===== src/rtl/rob_pkg.sv =====
package rob_pkg;
  typedef enum logic [1:0] {
    KIND_BR  = 2'd0,
    KIND_ST  = 2'd1,
    KIND_REG = 2'd2,
    KIND_RSV = 2'd3
  } kind_e;
endpackage


===== src/rtl/rob_ctrl.sv =====
module rob_ctrl #(
  parameter int DEPTH = 8,
  localparam int TAG_W = $clog2(DEPTH),
  localparam int CNT_W = $clog2(DEPTH + 1)
) (
  input  logic             clk,
  input  logic             rst_n,
  input  logic             alloc,
  input  logic             retire,
  input  logic             flush,
  output logic [TAG_W-1:0] head,
  output logic [TAG_W-1:0] tail,
  output logic [CNT_W-1:0] count,
  output logic             full
);
  logic [TAG_W-1:0] head_n, tail_n;
  logic [CNT_W-1:0] count_n;
  logic             upd;

  function automatic logic [TAG_W-1:0] bump(input logic [TAG_W-1:0] p);
    return (p == TAG_W'(DEPTH - 1)) ? '0 : p + 1'b1;
  endfunction

  always_comb begin
    head_n  = head;
    tail_n  = tail;
    count_n = count;
    upd     = alloc | retire | flush;
    if (flush) begin
      head_n  = bump(head);
      tail_n  = bump(head);
      count_n = '0;
    end else begin
      if (retire) head_n = bump(head);
      if (alloc)  tail_n = bump(tail);
      count_n = count + CNT_W'(alloc) - CNT_W'(retire);
    end
  end

  always_ff @(posedge clk or negedge rst_n) begin
    if (!rst_n) begin
      head  <= '0;
      tail  <= '0;
      count <= '0;
    end else if (upd) begin
      head  <= head_n;
      tail  <= tail_n;
      count <= count_n;
    end
  end

  assign full = (count == CNT_W'(DEPTH));

  assert_no_overflow_R2: assert property (@(posedge clk) disable iff (!rst_n)
    count <= CNT_W'(DEPTH));

  assert_flush_empties_R9: assert property (@(posedge clk) disable iff (!rst_n)
    flush |=> (count == '0));

  assert_occupancy_track_R1: assert property (@(posedge clk) disable iff (!rst_n)
    !flush |=> (count == $past(count) + CNT_W'($past(alloc)) - CNT_W'($past(retire))));
endmodule


===== src/rtl/rob_fwd.sv =====
module rob_fwd #(
  parameter int DEPTH  = 8,
  parameter int DATA_W = 32,
  localparam int TAG_W = $clog2(DEPTH)
) (
  input  logic [TAG_W-1:0]             q_tag,
  input  logic                         wr_ok,
  input  logic [TAG_W-1:0]             wr_tag,
  input  logic [DATA_W-1:0]            wr_value,
  input  logic [DEPTH-1:0]             ent_valid,
  input  logic [DEPTH-1:0]             ent_done,
  input  logic [DEPTH-1:0][DATA_W-1:0] ent_value,
  output logic                         hit,
  output logic [DATA_W-1:0]            value
);
  logic same;

  always_comb begin
    same  = wr_ok && (wr_tag == q_tag);
    hit   = ent_valid[q_tag] && (ent_done[q_tag] || same);
    value = same ? wr_value : ent_value[q_tag];
  end
endmodule


===== src/rtl/rob_core.sv =====
module rob_core #(
  parameter int DEPTH  = 8,
  parameter int DATA_W = 32,
  parameter int DEST_W = 32,
  localparam int TAG_W = $clog2(DEPTH)
) (
  input  logic              clk,
  input  logic              rst_n,
  input  logic              iss_valid,
  input  logic [1:0]        iss_kind,
  input  logic [DEST_W-1:0] iss_dest,
  output logic              iss_ready,
  output logic [TAG_W-1:0]  iss_tag,
  input  logic              wr_valid,
  input  logic [TAG_W-1:0]  wr_tag,
  input  logic [DATA_W-1:0] wr_value,
  input  logic              wr_exc,
  input  logic              wr_misp,
  input  logic [TAG_W-1:0]  qa_tag,
  output logic              qa_hit,
  output logic [DATA_W-1:0] qa_value,
  input  logic [TAG_W-1:0]  qb_tag,
  output logic              qb_hit,
  output logic [DATA_W-1:0] qb_value,
  output logic              cm_valid,
  output logic [1:0]        cm_kind,
  output logic [DEST_W-1:0] cm_dest,
  output logic [DATA_W-1:0] cm_value,
  output logic              fl_valid,
  output logic              fl_exc,
  output logic [TAG_W-1:0]  fl_tag
);
  import rob_pkg::*;

  localparam int CNT_W = $clog2(DEPTH + 1);
  localparam int NQ    = 2;

  logic [TAG_W-1:0] head, tail;
  logic [CNT_W-1:0] count;
  logic             full, alloc, wr_ok;
  logic             h_done, h_exc, h_misp;

  logic [DEPTH-1:0]             e_valid, e_done, e_exc, e_misp;
  logic [DEPTH-1:0]             vld_n, done_n, exc_n, misp_n;
  logic [DEPTH-1:0]             ld_alloc, ld_wr, drop;
  kind_e                        e_kind [DEPTH];
  logic [DEPTH-1:0][DEST_W-1:0] e_dest;
  logic [DEPTH-1:0][DATA_W-1:0] e_value;

  rob_ctrl #(.DEPTH(DEPTH)) u_ctrl (
    .clk(clk), .rst_n(rst_n), .alloc(alloc), .retire(cm_valid),
    .flush(fl_valid), .head(head), .tail(tail), .count(count), .full(full)
  );

  // head decision: commit or flush
  always_comb begin
    h_done    = e_valid[head] && e_done[head];
    h_exc     = e_exc[head];
    h_misp    = e_misp[head] && (e_kind[head] == KIND_BR);
    fl_valid  = h_done && (h_exc || h_misp);
    fl_exc    = h_exc;
    fl_tag    = head;
    cm_valid  = h_done && !(h_exc || h_misp);
    cm_kind   = e_kind[head];
    cm_dest   = e_dest[head];
    cm_value  = e_value[head];
    iss_ready = !full && !fl_valid;
    iss_tag   = tail;
    alloc     = iss_valid && iss_ready;
    wr_ok     = wr_valid && !fl_valid;
  end

  // per-entry next state
  always_comb begin
    for (int i = 0; i < DEPTH; i++) begin
      ld_alloc[i] = alloc && (tail == TAG_W'(i));
      ld_wr[i]    = wr_ok && (wr_tag == TAG_W'(i)) && e_valid[i];
      drop[i]     = fl_valid || (cm_valid && (head == TAG_W'(i)));
      vld_n[i]    = drop[i] ? 1'b0 : (ld_alloc[i] ? 1'b1 : e_valid[i]);
      done_n[i]   = ld_alloc[i] ? 1'b0 : (ld_wr[i] ? 1'b1 : e_done[i]);
      exc_n[i]    = ld_alloc[i] ? 1'b0 : (ld_wr[i] ? wr_exc : e_exc[i]);
      misp_n[i]   = ld_alloc[i] ? 1'b0 : (ld_wr[i] ? wr_misp : e_misp[i]);
    end
  end

  always_ff @(posedge clk or negedge rst_n) begin
    if (!rst_n) begin
      e_valid <= '0;
      e_done  <= '0;
      e_exc   <= '0;
      e_misp  <= '0;
    end else begin
      e_valid <= vld_n;
      e_done  <= done_n;
      e_exc   <= exc_n;
      e_misp  <= misp_n;
    end
  end

  // payload registers, no reset, loaded under enables
  always_ff @(posedge clk) begin
    for (int i = 0; i < DEPTH; i++) begin
      if (ld_alloc[i]) begin
        e_kind[i] <= kind_e'(iss_kind);
        e_dest[i] <= iss_dest;
      end
      if (ld_wr[i]) e_value[i] <= wr_value;
    end
  end

  // operand lookup ports
  logic [NQ-1:0][TAG_W-1:0]  q_tag;
  logic [NQ-1:0]             q_hit;
  logic [NQ-1:0][DATA_W-1:0] q_val;

  assign q_tag[0] = qa_tag;
  assign q_tag[1] = qb_tag;

  for (genvar p = 0; p < NQ; p++) begin : g_look
    rob_fwd #(.DEPTH(DEPTH), .DATA_W(DATA_W)) u_fwd (
      .q_tag(q_tag[p]), .wr_ok(wr_ok), .wr_tag(wr_tag), .wr_value(wr_value),
      .ent_valid(e_valid), .ent_done(e_done), .ent_value(e_value),
      .hit(q_hit[p]), .value(q_val[p])
    );
  end

  assign qa_hit   = q_hit[0];
  assign qa_value = q_val[0];
  assign qb_hit   = q_hit[1];
  assign qb_value = q_val[1];

  assert_full_blocks_issue_R2: assert property (@(posedge clk) disable iff (!rst_n)
    (count == CNT_W'(DEPTH)) |-> !iss_ready);

  assert_commit_advances_R4: assert property (@(posedge clk) disable iff (!rst_n)
    cm_valid |=> (head != $past(head)));

  assert_flush_resets_tail_R9: assert property (@(posedge clk) disable iff (!rst_n)
    fl_valid |=> (tail == head));
endmodule


===== config.mk =====
export PLATFORM = sky130hd
export DESIGN_NAME = rob_core
export DESIGN_NICKNAME = d
export VERILOG_FILES = /design/src/rtl/rob_pkg.sv /design/src/rtl/rob_ctrl.sv /design/src/rtl/rob_fwd.sv /design/src/rtl/rob_core.sv
export SDC_FILE = /design/constraint.sdc
export NUM_CORES = 1
export LEC_CHECK = 0
export BUFFER_PORTS_ARGS = -buffer_cell sky130_fd_sc_hd__buf_2
export CAP_MARGIN = 20
export CORE_ASPECT_RATIO = 0.8
export CORE_MARGIN = 8
export CORE_UTILIZATION = 45
export DETAILED_ROUTE_END_ITERATION = 8
export GPL_TIMING_DRIVEN = 0
export SYNTH_ARGS = -nofsm -noshare
export SYNTH_HDL_FRONTEND = slang
export SYNTH_HIERARCHICAL = 1
export SYNTH_SLANG_ARGS = --single-unit

===== constraint.sdc =====
create_clock -name clk -period 6.6 [get_ports clk]
set_input_delay 1.98 -clock clk [delete_from_list [all_inputs] [get_ports clk]]
set_output_delay 1.98 -clock clk [all_outputs]
set_load 0.01 [all_outputs]

==> results.py, run 1 <==
metrics = {
    "setup_path": {
        "required_ns": 4.62,
        "cp_top_family": "buffers and inverters",
        "slowest_stage": "buf_2",
        "crit_path_max_fanout": 10,
        "critical_path.endpoint_type": "primary output",
        "critical_path_class": "in2out",
        "path_buf_inv": 4,
        "start_kind": "primary input",
        "max_stage_delay_ns": 0.46,
        "cpMostUsedCell": "buf_2",
        "crit_arrival_ns": 4.40,
        "crit_chain": "clkbuf_1 > buf_2 > buf_2 > mux4_2 > mux2_2 > mux2_2 > buf_2",
    },
    "final_layout": {
        "nets": 1764,
        "final-seq-area_mm2": 0.0169,
        "area_growth_pct": 16.7,
        "finalNonFillerCells": 2500,
        "mostFrequentLayoutCells": "edfxtp_1 (528), mux4_2 (271), buf_2 (248)",
        "multi_input_area_mm2": 0.00982,
        "drive_gt1_share_pct": 50.0,
        "final_common_cell": "edfxtp_1",
        "fillers": 4682,
    },
    "clock_tree": {
        "hold_buffers": 0,
        "cts_resized": 0,
        "post_cts_buffers": 0,
        "cts.clk_slew.worst_paths_ns": 0.06,
        "cts-root-buf": "clkbuf_16",
        "cts_sinks": 570,
        "cts-htree-levels": 2,
        "clkLatencyLatePin_ns": 0.64,
        "cts_tree": "yes",
        "numCtsBuffers": 59,
        "cts_buffer_depth": 3,
    },
    "floorplan": {
        "die_area_mm2": 0.0687,
        "die_x_um": 291,
        "core_area_mm2": 0.0598,
        "rows": 80,
        "io_pins": 223,
        "die_h_um": 236,
        "initial_utilization_pct": 45.6,
    },
    "run": {
        "drv_cap": 0,
    },
    "drt": {
        "detail-route-antenna-nets": 0,
        "initialDrtViolationCount": 1617,
        "drc_errors": 0,
        "vias": 15300,
        "firstDrtPassIters": 5,
        "detail_route.vias_per_cell": 6.13,
        "routedWlPerCell_um": 29.4,
        "routed_wl_mm": 73.5,
    },
    "placement": {
        "pre_cts_ws_ns": 0.284,
        "io_buffers": 214,
        "dp_hpwl_mm": 48.8,
        "placed_cells": 2387,
        "routabilityCongestion": 0.844,
    },
    "power": {
        "powerDensity_mw_per_mm2": 388,
        "pwr-share-clk_pct": 26.6,
        "switching_power_mw": 3.98,
        "ir_drop_mv": 0.233,
        "p_total_mw": 12.3,
        "power_frac_seq_pct": 37.6,
        "leakagePower_nw": 10.8,
        "swShare_pct": 32.2,
        "pwr-share-comb_pct": 35.8,
        "p_int_mw": 8.36,
    },
    "synthesis": {
        "yosys-top-cells-area": "edfxtp_1 (58%), mux4_2 (22%), mux2_2 (7.6%), dfrtp_1 (3.9%), mux2_4 (0.72%)",
        "yosys.area.top_type": "edfxtp_1",
        "synth_top_area_share_pct": 58.2,
        "synth_cell_types": 53,
        "synth_edf_count": 528,
        "synth_area_per_cell_um2": 19.8,
        "ys_seq_area_share_pct": 62.1,
        "synthCells": 1374,
        "yosysWarningCount": 6,
        "synth.net_count": 1466,
        "ys_ff_latch": 570,
        "synthFlopType": "edfxtp_1",
        "syn_area_mm2": 0.0272,
        "async_flop_share_pct": 7.37,
    },
    "run_status": {
        "outcome": "finished clean",
    },
    "timing": {
        "whs_ns": 0.547,
        "finalMaxSlewViolations": 0,
        "max_freq_ghz": 0.157,
        "finalCriticalPeriod_ns": 6.38,
        "skew_ns": 0.0290,
        "hold_violations": 0,
        "rsz0062_at_grt": "no",
        "slew_headroom_pct": 32.0,
        "period_share_pct": 96.7,
        "timing.final.ws_setup_ns": 0.217,
        "tightest_slew_ns": 1.02,
        "setup_viol": 0,
    },
    "global_route": {
        "grt_pass1_wl_mm": 108,
        "grt_pass1_vias": 16000,
        "overflow": 0,
        "grt_antenna_before_repair": 8,
        "grt.total_usage_pct": 21.1,
        "grt_start_max_net_pins": 43,
    },
    "hold_path": {
        "hp-class": "reg2reg",
    },
}
## routing by layer
layer / track usage (%) / part of all wire [%] / wire length [um]
met5: 0 / 0.13 / 95
met4: 5.53 / 2.2 / 1610
met3: 5.44 / 8.6 / 6340
met2: 32.0 / 46 / 33900
met1: 30.2 / 43 / 31500
## final cells by class
class | instances | area share, %
diodes | 2 | 0.0157
plain buffers | 98 | 1.70
clock buffers | 72 | 4.89
clock inverters | 36 | 1.13
inverters | 18 | 0.228
multi-input cells | 688 | 30.9
flip-flops and latches | 570 | 53.2
well taps | 779 | 3.07
repair buffers | 237 | 4.90
## metrics by stage
stage	area [um2]	utilization (%)	setup TNS, ns
6_report	31800	53.2	0
5_1_grt	31800	53.2	0
4_1_cts	31700	53.1	0
3_5_place_dp	29800	49.9	0
3_3_place_gp	29300	49.0	-2.14
2_1_floorplan	27200	-	0
## worst register-to-register path, delay by kind of cell, from the launching register on
family                   cells  cell delay, ns
AO/OA/AOI/OAI                1            0.21
flip-flops                   1            0.52
XOR/XNOR                     1            0.14
adder cells (fa/ha/maj)      3            0.93
buffers and inverters        7            1.13
AND/OR/NAND/NOR              4            0.59
multiplexers                 2            0.78
## registers in the layout, summed over array words and instances (netlist names)
signal,flops
e_dest,256
e_misp,8
e_done,8
u_ctrl/count,4
e_kind,16
e_valid,8
e_value,256
u_ctrl/tail,3
u_ctrl/head,3
e_exc,8
## Yosys cell counts, types with 3 or more instances
cell type / count
xnor2_1: 6
buf_1: 12
a211oi_1: 5
edfxtp_1: 528
a21oi_1: 20
inv_1: 17
buf_4: 3
o21ai_1: 12
dfrtp_1: 42
o21ai_0: 14
buf_2: 34
nand3_1: 25
nand2b_1: 3
mux2_2: 185
mux2i_1: 7
nand4_1: 12
a41oi_1: 4
mux2_4: 13
clkbuf_1: 39
ha_1: 10
buf_6: 6
mux4_2: 271
buf_12: 4
and4_1: 3
nor2b_1: 6
nand2_1: 18
and2_1: 3
and3_1: 5
nor2_1: 36
## power by group through the flow
stage | registers [mW] | logic [mW] | clock network (mW)
detailed placement | 4.71 | 4.46 | 0
global route | 4.68 | 4.76 | 3.46
floorplan | 4.65 | 2.85 | 0
finish | 4.64 | 4.42 | 3.28
global placement | 4.73 | 4.32 | 0
CTS | 4.64 | 4.48 | 3.34
## cell families (layout without fill, tap and decap cells)
logic type,Yosys count,in the layout,share of synthesized area [%]
buf+inv,116,461,2.22
xor+xnor,7,7,0.225
flops,570,570,62.1
compound gates,65,65,1.44
mux,476,476,31.0
fa+ha+maj,11,11,0.533
simple gates,129,129,2.50
other cells,0,2,0
## worst paths after layout
kind / from / to / slack, ns / cells past startpoint
setup / recovery: qb_tag[1] / qb_value[20] / 0.22 / 7
hold / removal: e_exc[2] / e_exc[2] / 0.55 / 2
setup reg to reg: u_ctrl/head[1] / u_ctrl/count[2] / 2.21 / 18
hold reg to reg: e_exc[2] / e_exc[2] / 0.55 / 2
max in group asynchronous: rst_n / e_done[7] / 4.99 / 2
min in group asynchronous: rst_n / u_ctrl/count[1] / 1.16 / 1
No activity file was read; power rests on OpenSTA's default activity.
==> inputs of run 2 (changes only) <==
- GPL_TIMING_DRIVEN: 0 -> not set
- SKIP_LAST_GASP: not set -> 1
==> results.py, run 2 (synthesis results as in run 1) <==
metrics = {
    "clock_tree": {
        "cts_buffer_depth": 3,
        "numCtsBuffers": 57,
        "cts_sinks": 570,
        "cts.clk_slew.worst_paths_ns": 0.06,
        "post_cts_buffers": 0,
        "cts_resized": 0,
        "cts-htree-levels": 2,
        "cts-root-buf": "clkbuf_16",
        "hold_buffers": 0,
        "cts_tree": "yes",
        "clkLatencyLatePin_ns": 0.62,
    },
    "final_layout": {
        "final_common_cell": "edfxtp_1",
        "area_growth_pct": 14.3,
        "nets": 1688,
        "drive_gt1_share_pct": 50.8,
        "largestRegisters": "e_dest: 256 flops, e_value: 256 flops, e_kind: 16 flops",
        "mostFrequentLayoutCells": "edfxtp_1 (528), mux4_2 (271), buf_2 (220)",
        "antenna_cells": 0,
    },
    "setup_path": {
        "r2r-end": "u_ctrl/count[2]",
        "crit_path_end": "qa_value[0]",
        "startpoint": "u_ctrl/head[0]",
        "start_kind": "register",
        "critical_path.endpoint_type": "primary output",
        "reg2reg_depth": 13,
        "timing.rr.start": "u_ctrl/head[1]",
        "required_ns": 4.62,
        "critical_path_class": "reg2out",
        "crit_path_max_fanout": 39,
        "r2r_slack_ns": 1.77,
        "crit_arrival_ns": 4.12,
    },
    "hold_path": {
        "hp-class": "reg2reg",
    },
    "global_route": {
        "overflow": 0,
        "grt_antenna_before_repair": 4,
        "grt_pass1_wl_mm": 102,
        "grt_pass1_vias": 15700,
        "grt_start_max_net_pins": 71,
        "grt.total_usage_pct": 19.3,
    },
    "drt": {
        "detail_route.vias_per_cell": 6.09,
        "routed_wl_mm": 67.3,
        "drc_errors": 0,
        "firstDrtPassIters": 5,
        "vias": 14700,
        "detail-route-antenna-nets": 0,
        "routedWlPerCell_um": 27.8,
        "initialDrtViolationCount": 1208,
    },
    "floorplan": {
        "io_pins": 223,
        "die_x_um": 291,
        "die_area_mm2": 0.0687,
        "rows": 80,
        "initial_utilization_pct": 45.6,
        "core_area_mm2": 0.0598,
        "die_h_um": 236,
    },
    "timing": {
        "rsz0062_at_grt": "no",
        "tightest_slew_ns": 1.03,
        "slew_headroom_pct": 31.6,
        "max_freq_ghz": 0.164,
        "period_share_pct": 92.5,
        "hold_violations": 0,
        "finalCriticalPeriod_ns": 6.10,
        "setup_viol": 0,
        "skew_ns": 0.0190,
        "whs_ns": 0.529,
        "finalMaxSlewViolations": 0,
        "finalSetupTns_ns": 0,
    },
    "run_status": {
        "outcome": "finished clean",
    },
    "run": {
        "drv_cap": 0,
    },
    "placement": {
        "routabilityCongestion": 0.786,
        "dp_hpwl_mm": 39.8,
        "io_buffers": 222,
    },
    "power": {
        "powerDensity_mw_per_mm2": 381,
        "leakagePower_nw": 10.5,
        "ir_drop_mv": 0.226,
    },
}
## run 2: cell types whose count changed in the layout (fill, tap and decap cells not counted), moves of 3 or more
cell / before / now
buf_4: 3 / 31
clkinv_1: 16 / 10
buf_16: 6 / 0
clkinvlp_4: 0 / 3
buf_6: 6 / 0
buf_8: 4 / 0
buf_12: 17 / 10
clkbuf_1: 47 / 17
dfrtp_4: 0 / 3
buf_2: 248 / 220
buf_1: 11 / 0
dfrtp_1: 42 / 39
## run 2: routing by layer
metal | global-route usage [%] | vias to the layer above | routed length (um)
li1 | - | 6287 | -
met1 | 26.5 | 7862 | 28800
met2 | 32.0 | 476 | 32900
met3 | 3.65 | 108 | 4100
met4 | 4.73 | 8 | 1400
met5 | 0 | - | 42
## run 2: where the power goes
group	total [mW]	switching (mW)	internal (mW)	leakage [nW]
registers	4.84	0.407	4.43	5.30
clock network	3.15	1.37	1.78	0.879
logic	3.88	1.97	1.91	4.30
total	11.9	3.75	8.13	10.5
## run 2: worst min path at each step
stage | startpoint | end | slack (ns) | depth (start not counted)
floorplan | e_done[2] | e_done[2] | 0.50 | 2
global placement | e_misp[7] | e_misp[7] | 0.52 | 2
detailed placement | e_misp[7] | e_misp[7] | 0.52 | 2
CTS | e_misp[7] | e_misp[7] | 0.53 | 2
global route | e_misp[5] | e_misp[5] | 0.56 | 2
finish | e_misp[7] | e_misp[7] | 0.53 | 2
## run 2: cell type report
class                      count  area [um2]
timing repair buffer         261        1530
tap                          779         975
multi-input combinational    688        9820
sequential                   570       16900
inverter                      18        72.6
clock buffer                  76        1520
clock inverter                29         295
fill                        4787       28600
## run 2: per-stage QoR
| stage | std cells | util, % | power [mW] | worst slack (ns) | instance area (um2) |
|---|---|---|---|---|---|
| after floorplan | 1374 | - | 7.50 | 1.17 | 27200 |
| after global placement | 2315 | 49.0 | 8.83 | 0.734 | 29300 |
| after detailed placement | 2315 | 49.0 | 8.88 | 0.712 | 29300 |
| after CTS | 2420 | 52.1 | 12.0 | 0.408 | 31100 |
| after global routing | 2421 | 52.1 | 12.5 | 0.284 | 31100 |
| final | 2421 | 52.1 | 11.9 | 0.495 | 31100 |
## run 2: critical path, cell delays in order (launching register included)
cell	delay (ns)
dfrtp_4	0.95
mux4_2	0.61
mux2_4	0.30
nor2_2	0.12
o211ai_2	0.15
and3_1	0.31
nand4_1	0.15
buf_12	0.30
mux2_2	0.42
buf_2	0.15
==> inputs of run 3 (changes only) <==
- GPL_TIMING_DRIVEN: not set -> 1
- SYNTH_HIERARCHICAL: 1 -> not set
==> results.py, run 3 <==
metrics = {
    "timing": {
        "setup_viol": 0,
        "finalCriticalPeriod_ns": 6.12,
        "slew_headroom_pct": 31.8,
        "finalMaxSlewViolations": 0,
        "finalSetupTns_ns": 0,
        "max_freq_ghz": 0.164,
        "rsz0062_at_grt": "no",
        "skew_ns": 0.0251,
        "hold_violations": 0,
        "period_share_pct": 92.7,
        "tightest_slew_ns": 1.02,
    },
    "floorplan": {
        "die_x_um": 293,
        "die_h_um": 237,
        "initial_utilization_pct": 45.3,
        "core_area_mm2": 0.0608,
        "io_pins": 223,
        "die_area_mm2": 0.0694,
        "rows": 81,
    },
    "power": {
        "leakagePower_nw": 11.2,
        "powerDensity_mw_per_mm2": 375,
        "ir_drop_mv": 0.229,
    },
    "setup_path": {
        "critical_path.endpoint_type": "primary output",
        "r2r_slack_ns": 2.38,
        "required_ns": 4.62,
        "cp.depth": 7,
        "startpoint": "u_ctrl.head[1]",
        "reg2reg_depth": 9,
        "start_kind": "register",
        "crit_path_end": "qb_hit",
        "crit_chain": "clkinv_1 > mux2_2 > o31ai_4 > a21oi_4 > buf_12 > a221o_1 > buf_2",
        "r2r-end": "u_ctrl.count[2]",
        "critical_path_class": "reg2out",
        "max_stage_delay_ns": 0.82,
        "crit_arrival_ns": 4.14,
        "crit_path_max_fanout": 37,
        "timing.rr.start": "u_ctrl.head[1]",
        "path_buf_inv": 3,
        "cp_top_family": "compound AO/OA/AOI/OAI gates",
        "slowest_stage": "dfrtp_4",
    },
    "final_layout": {
        "fillers": 4960,
        "final_common_cell": "edfxtp_1",
        "drive_gt1_share_pct": 37.5,
        "largestRegisters": "e_dest: 256 flops, e_value: 256 flops, e_kind: 16 flops",
        "finalNonFillerCells": 2715,
        "nets": 1972,
        "final-seq-area_mm2": 0.0169,
        "area_growth_pct": 14.8,
        "multi_input_area_mm2": 0.0100,
        "mostFrequentLayoutCells": "edfxtp_1 (528), nand2_1 (388), mux4_2 (274)",
    },
    "placement": {
        "routabilityCongestion": 0.800,
        "io_buffers": 222,
        "placed_cells": 2600,
        "dp_hpwl_mm": 42.0,
    },
    "drt": {
        "routed_wl_mm": 73.3,
        "detail-route-antenna-nets": 0,
        "initialDrtViolationCount": 1616,
        "drc_errors": 0,
        "vias": 16200,
        "firstDrtPassIters": 5,
        "routedWlPerCell_um": 27.0,
        "detail_route.vias_per_cell": 5.98,
    },
    "synthesis": {
        "ys_seq_area_share_pct": 61.4,
        "synth-adder-area-share_pct": 0.845,
        "synth_xor_area_share_pct": 0.255,
        "synth_top_family_by_area": "multiplexers",
        "async_flop_share_pct": 7.37,
        "synth_compound_area_share_pct": 3.28,
        "synth.most_common_cell": "edfxtp_1",
        "yosysWarningCount": 0,
        "synthSimpleGateAreaFrac_pct": 6.46,
        "synth_edf_count": 528,
        "yosys-top-cells-area": "edfxtp_1 (58%), mux4_2 (22%), nand2_1 (5.3%), dfrtp_1 (3.8%), mux2_2 (2.5%)",
        "synth_cell_types": 52,
        "synthFlopType": "edfxtp_1",
        "synthTopCellsByCount": "edfxtp_1 (528), nand2_1 (388), mux4_2 (274)",
        "synth.net_count": 1767,
        "yosys.area.top_type": "edfxtp_1",
        "syn_area_mm2": 0.0275,
        "yosys-mux-area-fraction_pct": 25.5,
        "synth_top_area_share_pct": 57.6,
        "ys_ff_latch": 570,
        "synth_area_per_cell_um2": 16.5,
        "synthCells": 1668,
    },
    "clock_tree": {
        "cts.clk_slew.worst_paths_ns": 0.07,
        "cts-htree-levels": 2,
        "cts_sinks": 570,
        "clkLatencyLatePin_ns": 0.62,
        "cts_resized": 0,
        "cts-root-buf": "clkbuf_16",
        "cts_buffer_depth": 3,
        "hold_buffers": 0,
        "numCtsBuffers": 58,
        "cts_tree": "yes",
        "post_cts_buffers": 0,
    },
    "global_route": {
        "grt_pass1_vias": 17000,
        "overflow": 0,
        "grt_pass1_wl_mm": 109,
        "grt.total_usage_pct": 20.9,
        "grt_antenna_before_repair": 6,
        "grt_start_max_net_pins": 69,
    },
    "run_status": {
        "outcome": "finished clean",
    },
    "hold_path": {
        "hp-class": "reg2reg",
    },
    "run": {
        "drv_cap": 0,
    },
}
-- run 3: through the flow --
| stage | setup slack (ns) | area, um2 | hold slack, ns | util (%) | total power [mW] |
|---|---|---|---|---|---|
| 2_1_floorplan | 0.634 | 27500 | 0.460 | - | 7.21 |
| 3_3_place_gp | 0.464 | 29600 | 0.483 | 48.7 | 8.49 |
| 3_5_place_dp | 0.512 | 29600 | 0.491 | 48.7 | 8.55 |
| 4_1_cts | 0.416 | 31600 | 0.505 | 51.9 | 12.0 |
| 5_1_grt | 0.232 | 31600 | 0.551 | 52.0 | 12.4 |
| 6_report | 0.484 | 31600 | 0.508 | 52.0 | 11.8 |
-- run 3: report_power, final --
group | switching (mW) | leakage [nW] | internal [mW]
clock network | 1.41 | 0.983 | 1.99
registers | 0.340 | 5.30 | 4.39
logic | 2.11 | 4.91 | 1.60
total | 3.86 | 11.2 | 7.98
-- run 3: final cells by class --
class / instances / share of cell area [%]
timing repair buffer: 265 / 4.91
inverter: 30 / 0.360
antenna: 5 / 0.0396
sequential: 570 / 53.5
multi-input combinational: 948 / 31.8
clock inverter: 45 / 1.55
clock buffer: 64 / 4.73
tap: 788 / 3.12
-- run 3: worst min path at each step --
stage                          startpoint              end  slack [ns]  depth (start not counted)
after floorplan           u_ctrl.count[3]  u_ctrl.count[3]        0.46                          1
after global placement    u_ctrl.count[3]  u_ctrl.count[3]        0.48                          1
after detailed placement  u_ctrl.count[3]  u_ctrl.count[3]        0.49                          1
after CTS                 u_ctrl.count[3]  u_ctrl.count[3]        0.50                          1
after global routing      u_ctrl.count[3]  u_ctrl.count[3]        0.55                          1
final                     u_ctrl.count[3]  u_ctrl.count[3]        0.51                          1
-- run 3: worst reg2reg max path: stages (launching register included) --
cell	delay (ns)
dfrtp_4	0.82
clkinv_1	0.60
mux2_2	0.56
o31a_4	0.55
nor2_4	0.47
nor2_1	0.11
ha_1	0.26
fa_1	0.41
xnor2_1	0.14
o31ai_1	0.19
-- run 3: cells by family after synthesis --
| kind of cell | Yosys count |
|---|---|
| mux | 349 |
| flops | 570 |
| xor+xnor | 8 |
| fa+ha+maj | 18 |
| buf+inv | 150 |
| simple gates | 444 |
| compound gates | 129 |
-- run 3: per-layer routing --
layer  global-route usage (%)  wire length (um)  up-vias
met2                     33.3             34500      607
met5                        0                27        -
met4                     5.18              1650        4
met1                     29.1             31500     8460
met3                     4.73              5520      119
li1                         -                 -     7053
